[config.mk]
export PLATFORM = sky130hd
export DESIGN_NAME = wdog_dual
export DESIGN_NICKNAME = d
export VERILOG_FILES = /design/src/rtl/wdog_pkg.sv /design/src/rtl/wdog_ctrl.sv /design/src/rtl/wdog_path.sv /design/src/rtl/wdog_dual.sv
export SDC_FILE = /design/constraint.sdc
export NUM_CORES = 1
export LEC_CHECK = 0
export BUFFER_PORTS_ARGS = -buffer_cell sky130_fd_sc_hd__clkbuf_2
export CORE_MARGIN = 4
export CORE_UTILIZATION = 58
export DETAILED_ROUTE_END_ITERATION = 6
export PLACE_DENSITY = 0.87
export SLEW_MARGIN = 30
export SYNTH_ARGS = -nofsm -noshare
export SYNTH_HDL_FRONTEND = slang
export SYNTH_SLANG_ARGS = --single-unit
[constraint.sdc]
create_clock -name clk -period 2.4 [get_ports clk]
set_input_delay 0.12 -clock clk [delete_from_list [all_inputs] [get_ports clk]]
set_output_delay 0.12 -clock clk [all_outputs]
set_load 0.02 [all_outputs]
[src/rtl/wdog_pkg.sv]
package wdog_pkg;
  localparam int NUM_CH = 2;

  typedef struct packed {
    logic              tick;
    logic [NUM_CH-1:0] wrHit;
    logic [NUM_CH-1:0] rdHit;
  } wdStrobe_t;
endpackage

[src/rtl/wdog_ctrl.sv]
module wdog_ctrl
  import wdog_pkg::*;
#(
  parameter int          TICK_DIV  = 1250000,
  parameter int          ADDR_W    = 8,
  parameter logic [7:0]  BASE_ADDR = 8'hC0
) (
  input  logic              clk,
  input  logic              rstN,
  input  logic [ADDR_W-1:0] regAddr,
  input  logic              regWrEn,
  output wdStrobe_t         strb
);
  localparam int PRE_W  = (TICK_DIV > 1) ? $clog2(TICK_DIV) : 1;
  localparam int STRIDE = 4;

  logic [PRE_W-1:0] preCnt;
  logic             preWrap;

  assign preWrap = (preCnt == PRE_W'(TICK_DIV - 1));

  always_ff @(posedge clk or negedge rstN) begin
    if (!rstN)        preCnt <= '0;
    else if (preWrap) preCnt <= '0;
    else              preCnt <= preCnt + 1'b1;
  end

  assign strb.tick = preWrap;

  for (genvar g = 0; g < NUM_CH; g++) begin : g_dec
    logic hit;
    assign hit           = (regAddr == ADDR_W'(BASE_ADDR + g * STRIDE));
    assign strb.rdHit[g] = hit;
    assign strb.wrHit[g] = hit && regWrEn;
  end

  if (TICK_DIV > 1) begin : g_tickChk

    tick_spacing_chk: assert property (@(posedge clk) disable iff (!rstN)
      strb.tick |=> !strb.tick);
  end


  single_hit_chk: assert property (@(posedge clk) disable iff (!rstN)
    $onehot0(strb.wrHit));
endmodule

[src/rtl/wdog_path.sv]
module wdog_path
  import wdog_pkg::*;
#(
  parameter int CNT_W = 15
) (
  input  logic              clk,
  input  logic              rstN,
  input  wdStrobe_t         strb,
  input  logic [2*CNT_W+1:0] regWrData,
  output logic [2*CNT_W+1:0] regRdData,
  output logic              sysRstReq,
  output logic              pktGuard
);
  localparam int REG_W  = 2 * CNT_W + 2;
  localparam int THR_LO = CNT_W + 1;
  localparam int ARM_B  = REG_W - 1;

  logic [CNT_W-1:0] cnt [NUM_CH];
  logic [CNT_W-1:0] thr [NUM_CH];
  logic             arm [NUM_CH];
  logic             rsvdUnused;

  assign rsvdUnused = regWrData[CNT_W];

  for (genvar g = 0; g < NUM_CH; g++) begin : g_ch
    always_ff @(posedge clk or negedge rstN) begin
      if (!rstN) begin
        cnt[g] <= '0;
        thr[g] <= '0;
        arm[g] <= 1'b0;
      end else if (strb.wrHit[g]) begin
        cnt[g] <= '0;
        thr[g] <= regWrData[ARM_B-1:THR_LO];
        arm[g] <= regWrData[ARM_B];
      end else if (strb.tick && (cnt[g] != thr[g])) begin
        cnt[g] <= cnt[g] + 1'b1;
      end
    end


    wr_clear_chk: assert property (@(posedge clk) disable iff (!rstN)
      strb.wrHit[g] |=> (cnt[g] == '0));

    cnt_bound_chk: assert property (@(posedge clk) disable iff (!rstN)
      cnt[g] <= thr[g]);

    hold_chk: assert property (@(posedge clk) disable iff (!rstN)
      (cnt[g] == thr[g] && !strb.wrHit[g]) |=> $stable(cnt[g]));

    step_chk: assert property (@(posedge clk) disable iff (!rstN)
      (strb.tick && !strb.wrHit[g] && cnt[g] < thr[g])
        |=> (cnt[g] == $past(cnt[g]) + 1'b1));
  end

  always_comb begin
    regRdData = '0;
    for (int i = 0; i < NUM_CH; i++)
      if (strb.rdHit[i]) regRdData = {arm[i], thr[i], 1'b0, cnt[i]};
  end

  always_ff @(posedge clk or negedge rstN) begin
    if (!rstN) sysRstReq <= 1'b0;
    else       sysRstReq <= arm[0] && strb.tick && !strb.wrHit[0]
                            && (thr[0] != '0) && (cnt[0] != thr[0])
                            && ((cnt[0] + 1'b1) == thr[0]);
  end

  assign pktGuard = arm[1] && (thr[1] != '0) && (cnt[1] == thr[1]);


  rst_pulse_chk: assert property (@(posedge clk) disable iff (!rstN)
    sysRstReq |=> !sysRstReq);

  rst_at_limit_chk: assert property (@(posedge clk) disable iff (!rstN)
    sysRstReq |-> (cnt[0] == thr[0] && arm[0]));

  guard_clear_chk: assert property (@(posedge clk) disable iff (!rstN)
    (strb.wrHit[1] && regWrData[ARM_B-1:THR_LO] != '0) |=> !pktGuard);
endmodule

[src/rtl/wdog_dual.sv]
module wdog_dual
  import wdog_pkg::*;
#(
  parameter int TICK_DIV = 1250000
) (
  input  logic        clk,
  input  logic        rstN,
  input  logic [7:0]  regAddr,
  input  logic        regWrEn,
  input  logic [31:0] regWrData,
  output logic [31:0] regRdData,
  output logic        sysRstReq,
  output logic        pktGuard
);
  wdStrobe_t strb;

  wdog_ctrl #(
    .TICK_DIV (TICK_DIV),
    .ADDR_W   (8),
    .BASE_ADDR(8'hC0)
  ) u_ctrl (
    .clk    (clk),
    .rstN   (rstN),
    .regAddr(regAddr),
    .regWrEn(regWrEn),
    .strb   (strb)
  );

  wdog_path #(
    .CNT_W(15)
  ) u_path (
    .clk      (clk),
    .rstN     (rstN),
    .strb     (strb),
    .regWrData(regWrData),
    .regRdData(regRdData),
    .sysRstReq(sysRstReq),
    .pktGuard (pktGuard)
  );
endmodule

==> impl_metrics.ini <==
[outcome]
run_status = complete, no violations

[global_route]
remaining_global_route_overflow = 0
vias_in_the_first_global_route = 4623
globalRouteTotalUtil = 0.300
maximum_number_of_pins_on_one_net_before_global_route_repair = 85
initial_antenna_violation_count = 0
global_route_wire_length_before_repair_um = 23900

[cts]
clockBufferDepth = 2
clock_tree_from_tritoncts = done
clock_tree.root_cell = sky130_fd_sc_hd__clkbuf_8
clk-insertion-delay-late_ns = 0.38
cts-buffers-inserted = 9
cts.reportedPaths.clkPinSlew_ns = 0.10
h_tree_depth_reported_by_cts = 3
clkSinkCount = 84

[floorplan]
die_area_um2 = 10300
placeableCoreArea_um2 = 8380
floorplan.initialDensity = 0.607
placementRows = 33
boundaryPins = 77
die_w_um = 102
floorplan.die.height_um = 102

[final_layout]
antenna_cells_inserted = 0
final_common_cell = sky130_fd_sc_hd__dfrtp_1
final_nets = 696
synthToLayoutAreaGrowth_pct = 19.5
drive_above_1_share = 0.227
final_cell_mix = sky130_fd_sc_hd__dfrtp_1 (84), sky130_fd_sc_hd__nand2_1 (77), sky130_fd_sc_hd__nor2_1 (63)
final_cell_count_no_fill = 760

[detailed_routing]
number_of_nets_with_antenna_violations_after_detailed_routing = 0
detail_route.wl_per_cell_um = 19.3
detail_route.drc_violations = 0
drt_wl_total_um = 14700
drt_pre_antenna_iters = 5
detail_route.iter0.violations = 572
routed-via-count = 4711
route.detailed.vias_per_inst = 6.20

[place]
estimated_wirelength_of_the_detail_placed_design_um = 10600
pre_cts_ws_ns = 0.106
port_buffers = 59
dp_cells = 726
gp_congestion = 0.997

[critical_path]
cp_num_cells = 7
reg2regPathDepth = 7
ff2ff_setup_slack_ns = 0.12
critical-path-top-delay-family = simple AND/OR/NAND/NOR gates
critPathLaunch = u_ctrl.preCnt[11]
setup.worst_path.class = reg -> reg
timing.critical_path.from_type = register
timing.critical_path.to_type = register
crit_buf_inv = 1
rr_startpoint = u_ctrl.preCnt[11]
worst-endpoint-arrival_ns = 2.59
crit_path_max_incr_delay_ns = 0.50
crit_required_ns = 2.71
critical_path.most_common_cell = sky130_fd_sc_hd__or4_1
critical_path.endpoint = u_path.cnt[22]
cp_cell_sequence = or4_1 -> nor4_2 -> and3_4 -> o21ai_4 -> buf_4 -> or4_1 -> nand2_1
cell_with_the_biggest_individual_delay_on_the_critical_path = sky130_fd_sc_hd__or4_1
regToRegEndpoint = u_path.cnt[22]
path_max_fanout = 21

[power_and_ir_drop]
post-layout-total-power_mw = 3.28
power_per_standard_cell_area_nw_per_um2 = 540
worst_ir_drop_vdd_mv = 0.344
power.static_leakage_nw = 2.79

[synthesis]
async_reset_ff_frac = 1.00
synthesis.instances = 555
syn-num-nets = 601
synthesis.area_um2 = 5090
synth-warning-count = 0
synthDominantAreaCellType = sky130_fd_sc_hd__dfrtp_1
ys_seq_area_frac = 0.413
number_of_enable_type_register_cells_in_the_synthesized_netlist = 0
synth_area_per_cell_um2 = 9.17
synth.lib_cells_used.distinct = 57
netlist_top_cells_area = sky130_fd_sc_hd__dfrtp_1 (41%), sky130_fd_sc_hd__xor2_1 (6.9%), sky130_fd_sc_hd__mux2i_1 (6.5%), sky130_fd_sc_hd__nand2_1 (5.7%), sky130_fd_sc_hd__xnor2_1 (4.8%)
synth-seq-cells = 84
post-synth-top-area-fraction = 0.413
synth-main-ff-cell = sky130_fd_sc_hd__dfrtp_1

[sta]
finalSetupViolations = 0
min_period_ns = 2.28
timing.final.hold_violations = 0
fin_crit_sh = 0.951
max_slew.worst_pin.slew_ns = 0.765
hold_slack_ns = 0.240
worst_clock_skew_ns = 0.0181
count_of_pins_over_their_slew_limit = 0
rsz0062_at_grt = true
setup_slack_ns = 0.118
maxClockFrequency_mhz = 438
worst_slew_margin_rel = 0.490

[hold_path]
hp-class = in -> reg

[flow_run]
drv.max_cap_violation_count = 0
==> Yosys cell counts, types with 3 or more instances <==
cell type                  number
sky130_fd_sc_hd__xor2_1        40
sky130_fd_sc_hd__nand4_1       16
sky130_fd_sc_hd__and3_1         8
sky130_fd_sc_hd__nand2_1       77
sky130_fd_sc_hd__buf_2          9
sky130_fd_sc_hd__mux2i_1       33
sky130_fd_sc_hd__a21oi_1       12
sky130_fd_sc_hd__ha_1           3
sky130_fd_sc_hd__o21ai_0        5
sky130_fd_sc_hd__and4_1         4
sky130_fd_sc_hd__o211ai_1      10
sky130_fd_sc_hd__o31ai_1        4
sky130_fd_sc_hd__xnor2_1       28
sky130_fd_sc_hd__or4_1         12
sky130_fd_sc_hd__and2_1         5
sky130_fd_sc_hd__nor4_1        14
sky130_fd_sc_hd__o21ai_1        4
sky130_fd_sc_hd__nor2b_1        3
sky130_fd_sc_hd__buf_1          4
sky130_fd_sc_hd__nor2_1        64
sky130_fd_sc_hd__nand3_1       20
sky130_fd_sc_hd__dfrtp_1       84
sky130_fd_sc_hd__nor3_1         9
sky130_fd_sc_hd__nor4b_1        5
sky130_fd_sc_hd__inv_1          5
sky130_fd_sc_hd__clkbuf_1      19
sky130_fd_sc_hd__or3_1          7
sky130_fd_sc_hd__mux2_2        16
==> routing by layer <==
| layer | vias up | GRT usage | share of wire |
|---|---|---|---|
| li1 | 2129 | - | - |
| met1 | 2272 | 0.402 | 0.41 |
| met2 | 258 | 0.481 | 0.48 |
| met3 | 52 | 0.0634 | 0.086 |
| met4 | 0 | 0.109 | 0.030 |
| met5 | - | 0 | 0 |
==> worst register-to-register path, stage by stage (launching register included) <==
cell and delay (ns):
sky130_fd_sc_hd__dfrtp_1 0.43, sky130_fd_sc_hd__or4_1 0.50, sky130_fd_sc_hd__nor4_2 0.15, sky130_fd_sc_hd__and3_4 0.28, sky130_fd_sc_hd__o21ai_4 0.18, sky130_fd_sc_hd__buf_4 0.20, sky130_fd_sc_hd__or4_1 0.40, sky130_fd_sc_hd__nand2_1 0.08
==> what timing repair did <==
action | in CTS | in global routing
hold buffers | 17 | 0
resized for setup | 0 | 4
endpoints found under the hold margin | 110 | 0
setup buffers | 0 | 1
setup endpoints to repair | 0 | 5
==> layout make-up <==
| type | count | area, µm² |
|---|---|---|
| Fill cell | 566 | 2300 |
| Multi-Input combinational cell | 431 | 2830 |
| Sequential cell | 84 | 2100 |
| Inverter | 5 | 18.8 |
| Tap cell | 105 | 131 |
| Timing Repair Buffer | 119 | 807 |
| Clock buffer | 9 | 124 |
| Clock inverter | 7 | 65.1 |
==> worst min-delay path by stage <==
stage               slack (ns)               end     startpoint  depth (start not counted)
floorplan                -0.18  u_ctrl.preCnt[0]           rstN                          0
finish                    0.24     u_path.cnt[7]        regWrEn                          4
detailed placement        0.22    u_path.cnt[10]           rstN                          1
global route              0.26     u_path.cnt[7]        regWrEn                          4
CTS                       0.24     u_path.cnt[7]        regWrEn                          4
global placement          0.32    u_path.thr[20]  regWrData[21]                          3
==> per-stage QoR <==
stage | utilization | instance area (µm²) | TNS [ns]
global route | 0.726 | 6080 | -0.0107
detailed placement | 0.680 | 5700 | 0
global placement | 0.680 | 5700 | 0
floorplan | - | 5090 | 0
CTS | 0.723 | 6060 | 0
finish | 0.726 | 6080 | 0
==> cells by family (layout without fill, tap and decap cells) <==
kind of cell	after synthesis	in the layout	synth area share
simple gates	263	263	0.265
flops	84	84	0.413
xor+xnor	68	68	0.117
mux	49	49	0.100
compound gates	47	47	0.0620
buf+inv	40	140	0.0347
fa+ha+maj	3	3	0.00738
other cells	1	1	0.000737
==> registers in the layout, summed over array words and instances, names as in the netlist <==
signal / count
u_path.cnt: 30
u_path.thr: 30
u_ctrl.preCnt: 21
u_path.arm: 2
u_path.sysRstReq: 1
==> report_power, final <==
group / internal (mW) / switching (mW)
Combinational: 0.295 / 0.383
Clock: 0.406 / 0.616
Sequential: 1.48 / 0.106
Total: 2.18 / 1.10
(Power assumes the default switching activity.)
